$ cat config.mk
export PLATFORM = sky130hd
export DESIGN_NAME = dac_serial_rx
export DESIGN_NICKNAME = d
export VERILOG_FILES = /design/src/rtl/dac_rx_pkg.sv /design/src/rtl/dac_rx_sync.sv /design/src/rtl/dac_rx_shift.sv /design/src/rtl/dac_rx_update.sv /design/src/rtl/dac_serial_rx.sv
export SDC_FILE = /design/constraint.sdc
export NUM_CORES = 1
export LEC_CHECK = 0
export BUFFER_PORTS_ARGS = -buffer_cell sky130_fd_sc_hd__buf_2
export CORE_MARGIN = 10
export CORE_UTILIZATION = 28
export DETAILED_ROUTE_END_ITERATION = 7
export GPL_TIMING_DRIVEN = 0
export SLEW_MARGIN = 30
export SYNTH_ARGS = -nofsm -noshare
export SYNTH_HDL_FRONTEND = slang
export SYNTH_SLANG_ARGS = --single-unit
$ cat constraint.sdc
create_clock -name clk_i -period 1.81 [get_ports clk_i]
set_input_delay 0.0905 -clock clk_i [delete_from_list [all_inputs] [get_ports clk_i]]
set_output_delay 0.0905 -clock clk_i [all_outputs]
set_load 0.01 [all_outputs]
$ cat src/rtl/dac_rx_pkg.sv
package dac_rx_pkg;
  localparam int unsigned DEF_WORD_W = 16;
  localparam int unsigned DEF_STAGES = 2;

  // synchronized pin bundle
  typedef struct packed {
    logic sclk;
    logic sdin;
    logic frame_n;
    logic load_n;
  } pins_t;

  localparam pins_t PINS_RST = '{sclk: 1'b0, sdin: 1'b0, frame_n: 1'b1, load_n: 1'b1};
endpackage

$ cat src/rtl/dac_rx_sync.sv
module dac_rx_sync #(
  parameter int unsigned N      = 4,
  parameter int unsigned STAGES = 2,
  parameter logic [N-1:0] RST_VAL = '0
) (
  input  logic         clk_i,
  input  logic         rst_ni,
  input  logic [N-1:0] d_i,
  output logic [N-1:0] q_o
);
  logic [N-1:0] ff_q [STAGES];

  for (genvar g = 0; g < STAGES; g++) begin : g_stage
    if (g == 0) begin : g_first
      always_ff @(posedge clk_i or negedge rst_ni) begin
        if (!rst_ni) ff_q[g] <= RST_VAL;
        else         ff_q[g] <= d_i;
      end
    end else begin : g_next
      always_ff @(posedge clk_i or negedge rst_ni) begin
        if (!rst_ni) ff_q[g] <= RST_VAL;
        else         ff_q[g] <= ff_q[g-1];
      end
    end
  end

  assign q_o = ff_q[STAGES-1];
endmodule

$ cat src/rtl/dac_rx_shift.sv
module dac_rx_shift #(
  parameter int unsigned WORD_W = 16
) (
  input  logic              clk_i,
  input  logic              rst_ni,
  input  logic              sclk_s_i,
  input  logic              sdin_s_i,
  input  logic              frame_n_s_i,
  output logic [WORD_W-1:0] word_o,
  output logic              cap_o
);
  localparam int unsigned CNT_W = $clog2(WORD_W + 1);
  localparam logic [CNT_W-1:0] FULL = CNT_W'(WORD_W);

  logic              sclk_q;
  logic [CNT_W-1:0]  cnt_q;
  logic [WORD_W-1:0] shift_q;
  logic              cap_q;
  logic              sclk_fall;
  logic [WORD_W-1:0] shift_nx;

  assign sclk_fall = sclk_q & ~sclk_s_i;
  assign shift_nx  = {shift_q[WORD_W-2:0], sdin_s_i};

  always_ff @(posedge clk_i or negedge rst_ni) begin
    if (!rst_ni) begin
      sclk_q  <= 1'b0;
      cnt_q   <= '0;
      shift_q <= '0;
      cap_q   <= 1'b0;
    end else begin
      sclk_q <= sclk_s_i;
      cap_q  <= 1'b0;
      if (frame_n_s_i) begin
        // idle or aborted frame: drop partial bits
        cnt_q   <= '0;
        shift_q <= '0;
      end else if (sclk_fall && cnt_q != FULL) begin
        shift_q <= shift_nx;
        cnt_q   <= cnt_q + CNT_W'(1);
        if (cnt_q == FULL - CNT_W'(1)) cap_q <= 1'b1;
      end
    end
  end

  assign word_o = shift_q;
  assign cap_o  = cap_q;

  a_r3_single_pulse: assert property (@(posedge clk_i) disable iff (!rst_ni)
    cap_q |=> !cap_q);
  a_r3_pulse_at_full: assert property (@(posedge clk_i) disable iff (!rst_ni)
    cap_q |-> (cnt_q == FULL));
  a_r8_count_bound: assert property (@(posedge clk_i) disable iff (!rst_ni)
    cnt_q <= FULL);
  a_r7_idle_clears: assert property (@(posedge clk_i) disable iff (!rst_ni)
    frame_n_s_i |=> (cnt_q == '0));
endmodule

$ cat src/rtl/dac_rx_update.sv
module dac_rx_update #(
  parameter int unsigned WORD_W = 16
) (
  input  logic              clk_i,
  input  logic              rst_ni,
  input  logic              cap_i,
  input  logic [WORD_W-1:0] word_i,
  input  logic              load_n_s_i,
  output logic [WORD_W-1:0] dac_o
);
  logic              load_q;
  logic              load_fall;
  logic              pend_q;
  logic [WORD_W-1:0] in_q;
  logic [WORD_W-1:0] dac_q;

  assign load_fall = load_q & ~load_n_s_i;

  always_ff @(posedge clk_i or negedge rst_ni) begin
    if (!rst_ni) begin
      load_q <= 1'b1;
      pend_q <= 1'b0;
      in_q   <= '0;
      dac_q  <= '0;
    end else begin
      load_q <= load_n_s_i;
      if (cap_i) begin
        in_q <= word_i;
        if (!load_n_s_i) begin
          dac_q  <= word_i;
          pend_q <= 1'b0;
        end else begin
          pend_q <= 1'b1;
        end
      end else if (load_fall && pend_q) begin
        dac_q  <= in_q;
        pend_q <= 1'b0;
      end
    end
  end

  assign dac_o = dac_q;

  a_r4_auto_update: assert property (@(posedge clk_i) disable iff (!rst_ni)
    (cap_i && !load_n_s_i) |=> (dac_q == $past(word_i)));
  a_r5_defer_hold: assert property (@(posedge clk_i) disable iff (!rst_ni)
    (cap_i && load_n_s_i) |=> $stable(dac_q));
  a_r9_no_pending_hold: assert property (@(posedge clk_i) disable iff (!rst_ni)
    (!cap_i && !pend_q) |=> $stable(dac_q));
endmodule

$ cat src/rtl/dac_serial_rx.sv
module dac_serial_rx
  import dac_rx_pkg::*;
#(
  parameter int unsigned WORD_W = DEF_WORD_W,
  parameter int unsigned STAGES = DEF_STAGES
) (
  input  logic              clk_i,
  input  logic              rst_ni,
  input  logic              sclk_i,
  input  logic              sdin_i,
  input  logic              frame_n_i,
  input  logic              load_n_i,
  output logic [WORD_W-1:0] dac_word_o,
  output logic              word_valid_o
);
  localparam int unsigned PIN_N = $bits(pins_t);

  pins_t             pins_raw;
  pins_t             pins_s;
  logic [WORD_W-1:0] word;
  logic              cap;

  assign pins_raw = '{sclk: sclk_i, sdin: sdin_i, frame_n: frame_n_i, load_n: load_n_i};

  dac_rx_sync #(
    .N       (PIN_N),
    .STAGES  (STAGES),
    .RST_VAL (PINS_RST)
  ) u_sync (
    .clk_i  (clk_i),
    .rst_ni (rst_ni),
    .d_i    (pins_raw),
    .q_o    (pins_s)
  );

  dac_rx_shift #(.WORD_W(WORD_W)) u_shift (
    .clk_i       (clk_i),
    .rst_ni      (rst_ni),
    .sclk_s_i    (pins_s.sclk),
    .sdin_s_i    (pins_s.sdin),
    .frame_n_s_i (pins_s.frame_n),
    .word_o      (word),
    .cap_o       (cap)
  );

  dac_rx_update #(.WORD_W(WORD_W)) u_update (
    .clk_i      (clk_i),
    .rst_ni     (rst_ni),
    .cap_i      (cap),
    .word_i     (word),
    .load_n_s_i (pins_s.load_n),
    .dac_o      (dac_word_o)
  );

  assign word_valid_o = cap;

  a_r1_reset_quiet: assert property (@(posedge clk_i) disable iff (!rst_ni)
    $rose(rst_ni) |-> (!word_valid_o && dac_word_o == '0));
endmodule

After elaboration in Yosys (flattened, before gate mapping):

Index checks and enable logic that the tools add are counted.

* register bits after elaboration: 65
* input bits: 6
* output and inout bits: 17
* logic and storage cells: 36

* add/sub/neg operators: 1
* equality and inequality tests: 3
* multiplexer cells: 13
* bitwise operators: 4
* reductions and logical operators: 5

Operators with widths (count)
* 16-bit 2-to-1 mux: 5
* 5-bit 2-to-1 mux: 2
* 1-bit 2-to-1 mux: 6
* 5-bit by 1-bit adder with 5-bit output, second input constant: 1
* 5-bit by 4-bit equality test with 1-bit output, second input constant: 1
* 5-bit inequality test, second input constant: 1
* 2-bit nonzero test: 2
* 1-bit AND: 2
* 1-bit logical AND: 2
* 2-bit inequality test, second input constant: 1
* 1-bit NOT: 2
* 2-bit AND reduction: 1

Depth between registers and ports, before layout:

Gate-level depths: netlist (run 1).

* depth in word-level cells: 5
* mapped depth: 6
* gate-level depth less buffers: 5

Modules after synthesis:

Synthesis (run 1) repeated with hierarchy kept, for this count alone.

* cell total of the unflattened synthesis: 180
* area total of the unflattened synthesis: 2661.3 um^2

Modules (own cells, without submodules)
* dac_rx_update: instances 1, cells each 73, area each 1355.0 um^2, seq. area each 852.1 um^2
* dac_rx_shift: instances 1, cells each 95, area each 1071.0 um^2, seq. area each 575.6 um^2
* dac_rx_sync: instances 1, cells each 12, area each 235.2 um^2, seq. area each 205.2 um^2

Least setup slack after synthesis (run 1):

Ideal clock, no wire load.

* path kind: flip-flop to flip-flop
* start point: register u_shift.cnt_q[0]
* end point: register u_shift.shift_q[10] (netlist: u_shift.word_o[10])
* library setup time: 0.079 ns
* arrival time: 1.293 ns
* required time: 1.731 ns
* slack: 0.438 ns
* cell stages (with the launch flop): 6
* buffers on the path: 0
* clock period less this slack: 1.372 ns
* cell sequence: dfrtp_1 inv_1 ha_1 and4bb_2 nor2_2 mux2i_1

* cells in the longest elaborated chain, start to end: 3

Ends and longest elaborated chain
* start, declared: RTL line dac_rx_shift.sv:16 `logic [CNT_W-1:0] cnt_q;`
* start signal, assigned: RTL line dac_rx_shift.sv:40 `cnt_q <= cnt_q + CNT_W'(1);`
* 5-bit inequality test: RTL line dac_rx_shift.sv:38 `end else if (sclk_fall && cnt_q != FULL) begin`
* 1-bit logical AND: RTL line dac_rx_shift.sv:38
* 2-bit nonzero test (no line)
* end signal, assigned: RTL line dac_rx_shift.sv:39 `shift_q <= shift_nx;`
* end, declared: RTL line dac_rx_shift.sv:17 `logic [WORD_W-1:0] shift_q;`

Every way passes these cells.
A chain may end at the register's enable or synchronous reset.

Final worst setup path (run 1):

* start point: register u_shift.cnt_q[0]
* end point: register u_shift.shift_q[12] (netlist: u_shift.word_o[12])

The elaborated chain is that of the path after synthesis.

==> metrics.cfg, run 1 <==
[clock_tree]
clock_latency_ps=330
clkTransAtPathRegs_ps=70
cts_sinks=65
root_buffer=clkbuf_8
clk_path_buf_depth=2
ctsResizeCount=0
htree_levels=3
cts_tree=built
cts_setup_buffers=0
cts_made_buffers=9

[place]
port_buffers=22
dpl.hpwl_um=3111
place_congestion=0.7367
dpl.cell_count=337

[worst_setup_path]
setup.worst_path.end_class=register
cp_max_fo=6
slowest_stage=dfrtp_1
worstReg2RegEnd=u_shift.word_o[12]$_DFFE_PN0P_
cp-endpoint=u_shift.word_o[12]$_DFFE_PN0P_
cp.arrival_ps=1820
cpPeakStageDelay_ps=400
startpoint=u_shift.cnt_q[0]$_DFFE_PN0P_
required_ps=2060
reg2reg_slack_ps=240
start_kind=register
reg2regPathDepth=5
crit_chain=inv_1 -> ha_1 -> and4bb_2 -> nor2_2 -> mux2i_1
timing.rr.start=u_shift.cnt_q[0]$_DFFE_PN0P_
path_class=reg -> reg

[timing]
fin_crit_sh_pct=87.01
fmaxAchievable_mhz=635.0
slew_viol_final=0
final.setup.tns_ps=0
fin_skew_ps=10.74
hold_viol_final=0
rsz0062_at_grt=false
setup_viol=0
worst_slew_pin_slew_ps=453.2
period_minus_slack_ps=1575
slew_headroom_pct=69.79

[global_routing]
grt_max_degree=52
grt_pass1_wl_um=8059
grt_pass1_vias=1544
antenna_found_initial=0
gr-usage-all-layers_pct=7.110
grt_overflow=0

[floorplan]
core_mm2=0.009240
rows=35
pin_count=23
fp.dieW_um=117.3
start_util_pct=28.69
dieHeight_um=117.3
die_area_mm2=0.01376

[yosys]
syn_area_per_cell_um2=14.33
yosysSeqAreaShare_pct=61.59
ys_types=30
ys.flop_type=dfrtp_1
synth-async-reset-ratio_pct=100.0
syn_inst=185
ys_seq_elements=65
synth_edf_count=0
synth.net_count=194
syn-cell-area_mm2=0.002651
yosysWarnings=0

[power]
irDropWorstVdd_v=0.0004094
pwr-share-seq_pct=51.1
finalPower_mw=2.908
sw_frac_of_total_pct=20.33
combPwrFrac_pct=3.8
p_int_mw=2.317
p_per_area_mw_per_mm2=905.0
clkPwrFrac_pct=45.1
p_switching_mw=0.5913
p_leak_nw=1.505

[drt]
drtAntennaViolNets=0
drc=0
firstDrtPassIters=4
drt_iter0_markers=87
via_per_inst=4.269
wl_um=4539
num_vias=1524
wl_per_cell_um=12.71

[cells_and_area]
layout-drive-gt1-share_pct=37.28
layout_commonest_cell=dfrtp_1
area_delta_synth_final_pct=21.19
antenna_cells=0
finalNonFillerCells=357
final_cell_mix=60 x dfrtp_1, 24 x buf_2, 23 x mux2_4
fin_nets=233

[job]
drv_cap=0

[status]
outcome=finished, final reports clean

[hold_path]
hold_path_class=in -> async

## critical path: cells and delay by family (launching register included)
family	cells	cell delay [ps]
AND/OR/NAND/NOR	2	560
adder cells (fa/ha/maj)	1	210
flip-flops	1	400
multiplexers	1	230
buffers and inverters	1	70
## metal layers
metal  routed length [µm]  track usage [%]  part of all wire [%]  up-vias
li1                     -                -                     -      734
met1                 2260            9.376                    50      757
met5                    0                0                     0        -
met3                  162            2.446                   3.6        6
met4                   53            3.521                   1.2        0
met2                 2062            10.03                    45       27
## state kept, by name (all words and copies together), names as in the netlist
register         count
u_shift.cap_o        1
u_shift.cnt_q        5
u_shift.sclk_q       1
u_shift.word_o      16
u_sync.ff_q          4
u_sync.q_o           4
u_update.dac_o      16
u_update.in_q       16
u_update.load_q      1
u_update.pend_q      1
## stage by stage
step,hold WS [ps],area (µm²),setup WS [ps],utilization (%)
after CTS,161.6,3213,228.0,34.77
after detailed placement,-31.61,2953,254.2,31.96
after global placement,196.7,2923,287.2,31.63
after floorplan,-205.1,2651,437.6,-
after global routing,191.0,3213,106.6,34.77
final,164.6,3213,235.1,34.77
## timing repair
| action | 4_1_cts | 5_1_grt |
|---|---|---|
| endpoints found under the setup margin | 0 | 0 |
| hold buffers | 5 | 0 |
| endpoints found under the hold margin | 64 | 0 |
## cell families after synthesis
family                     synth area share (%)
DFF                                       61.59
muxes                                     18.74
AOI/OAI and AO/OA                         7.173
and+or+nand+nor                           7.740
buffers and inverters                     3.350
adders and majority gates                 1.416
## how the worst min path moves through the flow
stage	from	to	slack (ps)	cells after the start
finish	rst_ni	u_update.dac_o[3]$_DFFE_PN0P_	160	2
global route	rst_ni	u_update.dac_o[3]$_DFFE_PN0P_	190	2
CTS	rst_ni	u_update.dac_o[3]$_DFFE_PN0P_	160	2
detailed placement	rst_ni	u_update.dac_o[3]$_DFFE_PN0P_	-30	1
global placement	load_n_i	u_sync.ff_q[4]$_DFF_PN1_	200	1
floorplan	rst_ni	u_shift.cap_o$_DFF_PN0_	-210	0
## layout make-up
class,count,area [µm²]
Sequential cell,65,1633
Fill cell,903,6027
Clock inverter,3,65.06
Timing Repair Buffer,28,190.2
Tap cell,129,161.4
Buffer,10,73.82
Clock buffer,12,145.1
Inverter,4,15.01
Multi-Input combinational cell,106,929.6
## cells in the mapped netlist (2+ instances only)
| library cell | n | area share (%) |
|---|---|---|
| clkbuf_1 | 3 | 0.42 |
| nand2b_1 | 7 | 1.7 |
| mux2_4 | 23 | 13 |
| buf_6 | 2 | 0.85 |
| dfrtp_1 | 60 | 57 |
| o21ai_0 | 14 | 2.6 |
| mux2_2 | 9 | 3.8 |
| buf_2 | 3 | 0.57 |
| nor2_1 | 3 | 0.42 |
| dfstp_2 | 5 | 5.0 |
| nand3_1 | 14 | 2.6 |
| inv_1 | 4 | 0.57 |
| mux2i_1 | 5 | 1.9 |
| a21oi_1 | 14 | 2.6 |
| a211oi_1 | 2 | 0.57 |
| ha_1 | 3 | 1.4 |
## power groups by stage
stage	registers, mW	logic, mW	clock network, mW
6_report	1.49	0.110	1.31
5_1_grt	1.49	0.126	1.43
4_1_cts	1.49	0.113	1.35
3_5_place_dp	1.51	0.105	0
3_3_place_gp	1.51	0.0939	0
2_1_floorplan	1.51	0.0478	0
(Power assumes the default switching activity.)
==> run 2, diff against run 1 <==
Settings changed: ABC_AREA set to 1, BUFFER_PORTS_ARGS -buffer_cell sky130_fd_sc_hd__buf_2 to unset, DONT_BUFFER_PORTS set to 1.
==> run 2 against run 1 <==
Cell count is 16% higher. Final area is 5.7% lower. Core utilization is 1.7 points lower. First-iteration DRC count is 2.3% lower. Fmax is 4.2% higher. Synthesized area is 2.1% lower. Synthesized cell count is 52% higher. Routed wire length is 10% higher. Sequential share of layout area is 3.1 points higher. Clock skew is 0.53 ps lower. Sequential power hardly changed. Critical path type unchanged. Largest cell class unchanged.
==> metrics.cfg, run 2 <==
[status]
outcome=finished, final reports clean

[timing]
slew_viol_final=0  ; unchanged
setup_ws_ps=298.8  ; +63.74 ps
final.setup.tns_ps=0  ; unchanged
rsz0062_at_grt=false
fmaxAchievable_mhz=661.7  ; +4.2%
period_minus_slack_ps=1511  ; -63.74 ps
worst_slew_pin_slew_ps=485.1  ; +31.90 ps
fin_crit_sh_pct=83.49  ; -3.5 points
fin_skew_ps=10.21  ; -0.5320 ps
hold_viol_final=0  ; unchanged
slew_headroom_pct=67.66  ; -2.1 points
setup_viol=0  ; unchanged
fin_hold_ws_ps=285.3  ; +120.7 ps

[yosys]
ys_seq_elements=65  ; unchanged
yosysMostFrequentCell=nand2_1
synth-async-reset-ratio_pct=100.0  ; unchanged
synth_top_area_share_pct=57.86  ; +1.2 points
synth.net_count=290  ; +49%
yosysSeqAreaShare_pct=62.92  ; +1.3 points
syn-cell-area_mm2=0.002595  ; -2.1%
ys_types=18  ; -40%
synth_top_cells_by_count=90 x nand2_1, 60 x dfrtp_1, 39 x inv_1, 22 x nor2_1, 22 x o21ai_0
syn_inst=281  ; +52%
syn_area_per_cell_um2=9.235  ; -36%
synth_top_cell_by_area=dfrtp_1
ys.flop_type=dfrtp_1
netlist_top_cells_area=dfrtp_1 58%, nand2_1 13%, inv_1 5.6%
synth_edf_count=0  ; unchanged
yosysWarnings=0  ; unchanged

[clock_tree]
clock_latency_ps=350  ; +20 ps
htree_levels=3  ; unchanged
clk_path_buf_depth=2  ; unchanged
hold_buffers=6  ; +1
clkTransAtPathRegs_ps=70  ; about the same
ctsResizeCount=0  ; unchanged
cts_sinks=65  ; unchanged
cts_setup_buffers=0  ; unchanged
root_buffer=clkbuf_8
cts_made_buffers=9  ; unchanged
cts_tree=built

[drt]
num_vias=1741  ; +14%
wl_um=4997  ; +10%
drt_iter0_markers=85  ; -2.3%
firstDrtPassIters=4  ; unchanged
drtAntennaViolNets=0  ; unchanged
via_per_inst=4.205  ; -1.5%
wl_per_cell_um=12.07  ; -5.1%
drc=0  ; unchanged

[place]
placed_area_mm2=0.002734  ; -7.4%
place_congestion=0.7753  ; +5.2%
port_buffers=0  ; -100%
pre_cts_slack_ps=283.2  ; +29.02 ps
dpl.hpwl_um=3364  ; +8.1%

[worst_setup_path]
path_class=reg -> reg
critPathTopFamily=simple AND/OR/NAND/NOR gates
reg2reg_slack_ps=300  ; +60 ps
cp.arrival_ps=1750  ; -70 ps
cp.buffers_inverters=2  ; +1
start_kind=register
reg2regPathDepth=8  ; +3
required_ps=2050  ; about the same
setup.worst_path.end_class=register
slowest_stage=dfrtp_1
crit_chain=inv_1 -> ha_1 -> nand3_2 -> nand2_2 -> nand2_2 -> buf_6 -> nand2_1 -> nand2_1
cpPeakStageDelay_ps=430  ; +30 ps
timing.rr.start=u_shift.cnt_q[0]$_DFFE_PN0P_
worstReg2RegEnd=u_shift.word_o[7]$_DFFE_PN0P_
cp_max_fo=10  ; +4

[global_routing]
grt_pass1_vias=1746  ; +13%
antenna_found_initial=0  ; unchanged
grt_max_degree=66  ; +27%
gr-usage-all-layers_pct=8.361  ; +1.3 points
grt_pass1_wl_um=8659  ; +7.4%
grt_overflow=0  ; unchanged

[cells_and_area]
seq_area_mm2=0.001633  ; unchanged
layout-drive-gt1-share_pct=11.88  ; -25 points
final_cell_mix=90 x nand2_1, 60 x dfrtp_1, 39 x inv_1
multiInputGateArea_um2=735.7  ; -21%
fin_nets=307  ; +32%
final_core_util_pct=33.10  ; -1.7 points
area_delta_synth_final_pct=16.73
layout_commonest_cell=nand2_1
num-fill-cells=927  ; +2.7%
antenna_cells=0  ; unchanged
fin_area_mm2=0.003029  ; -5.7%

[floorplan]
pin_count=23  ; unchanged
rows=35  ; unchanged
dieHeight_um=116.3  ; -0.89%
die_area_mm2=0.01352  ; -1.8%
fp.dieW_um=116.3  ; -0.89%
core_mm2=0.009153  ; -0.95%
start_util_pct=28.35  ; -0.34 points

[power]
irDropWorstVdd_v=0.0005531  ; +35%
clkPwrFrac_pct=46.3  ; +1.2 points
p_int_mw=2.276  ; -1.7%
sw_frac_of_total_pct=22.45  ; +2.1 points
combPwrFrac_pct=3.3  ; -0.5 points
p_per_area_mw_per_mm2=969.1  ; +7.1%
p_switching_mw=0.6592  ; +11%
pwr-share-seq_pct=50.4  ; -0.7 points
p_leak_nw=1.443  ; -4.1%

[job]
drv_cap=0  ; unchanged

[hold_path]
hold_path_class=in -> async

-- run 2: power by group through the flow --
stage          clock network [mW]  registers [mW]  logic [mW]
2_1_floorplan                   0            1.51      0.0422
3_3_place_gp                    0            1.51      0.0534
3_5_place_dp                    0            1.51      0.0539
4_1_cts                      1.39            1.48      0.0996
5_1_grt                      1.46            1.48       0.110
6_report                     1.36            1.48      0.0959
-- run 2: per-layer routing --
| metal | GRT usage [%] | vias to the layer above | routed length (µm) |
|---|---|---|---|
| met5 | 0 | - | 0 |
| met4 | 3.753 | 0 | 87 |
| met3 | 4.263 | 9 | 404 |
| met2 | 11.69 | 35 | 2171 |
| met1 | 10.49 | 806 | 2334 |
| li1 | - | 891 | - |
-- run 2: final cells by class --
class                      count  share of cell area, %
buffer                        12                  2.644
clock buffer                   9                  4.089
clock inverter                 7                  3.098
inverter                      39                  4.833
multi-input combinational    165                  24.29
sequential                    65                  53.90
tap                          111                  4.585
timing repair buffer           6                  2.561
-- run 2: logic make-up after synthesis --
kind of cell	Yosys count	synth area share (%)
xor+xnor	1	0.3376
simple gates	129	20.40
compound gates	32	6.172
flops	65	62.92
buf+inv	51	8.727
fa+ha+maj	3	1.447
-- run 2: metrics by stage --
stage | total power, mW | cells
final | 2.936 | 414
after global routing | 3.048 | 414
after CTS | 2.974 | 414
after detailed placement | 1.563 | 392
after global placement | 1.562 | 392
after floorplan | 1.549 | 281
-- run 2: worst max-delay path by stage --
stage                                 start                             end  slack, ps  depth (start not counted)
3_3_place_gp        u_shift.cap_o$_DFF_PN0_   u_update.dac_o[7]$_DFFE_PN0P_        300                          4
3_5_place_dp        u_shift.cap_o$_DFF_PN0_  u_update.dac_o[12]$_DFFE_PN0P_        280                          4
6_report       u_shift.cnt_q[0]$_DFFE_PN0P_   u_shift.word_o[7]$_DFFE_PN0P_        300                          8
4_1_cts             u_shift.cap_o$_DFF_PN0_   u_update.dac_o[8]$_DFFE_PN0P_        260                          4
5_1_grt             u_shift.cap_o$_DFF_PN0_  u_update.dac_o[11]$_DFFE_PN0P_         90                          6
2_1_floorplan  u_shift.cnt_q[0]$_DFFE_PN0P_  u_shift.word_o[12]$_DFFE_PN0P_        520                          8
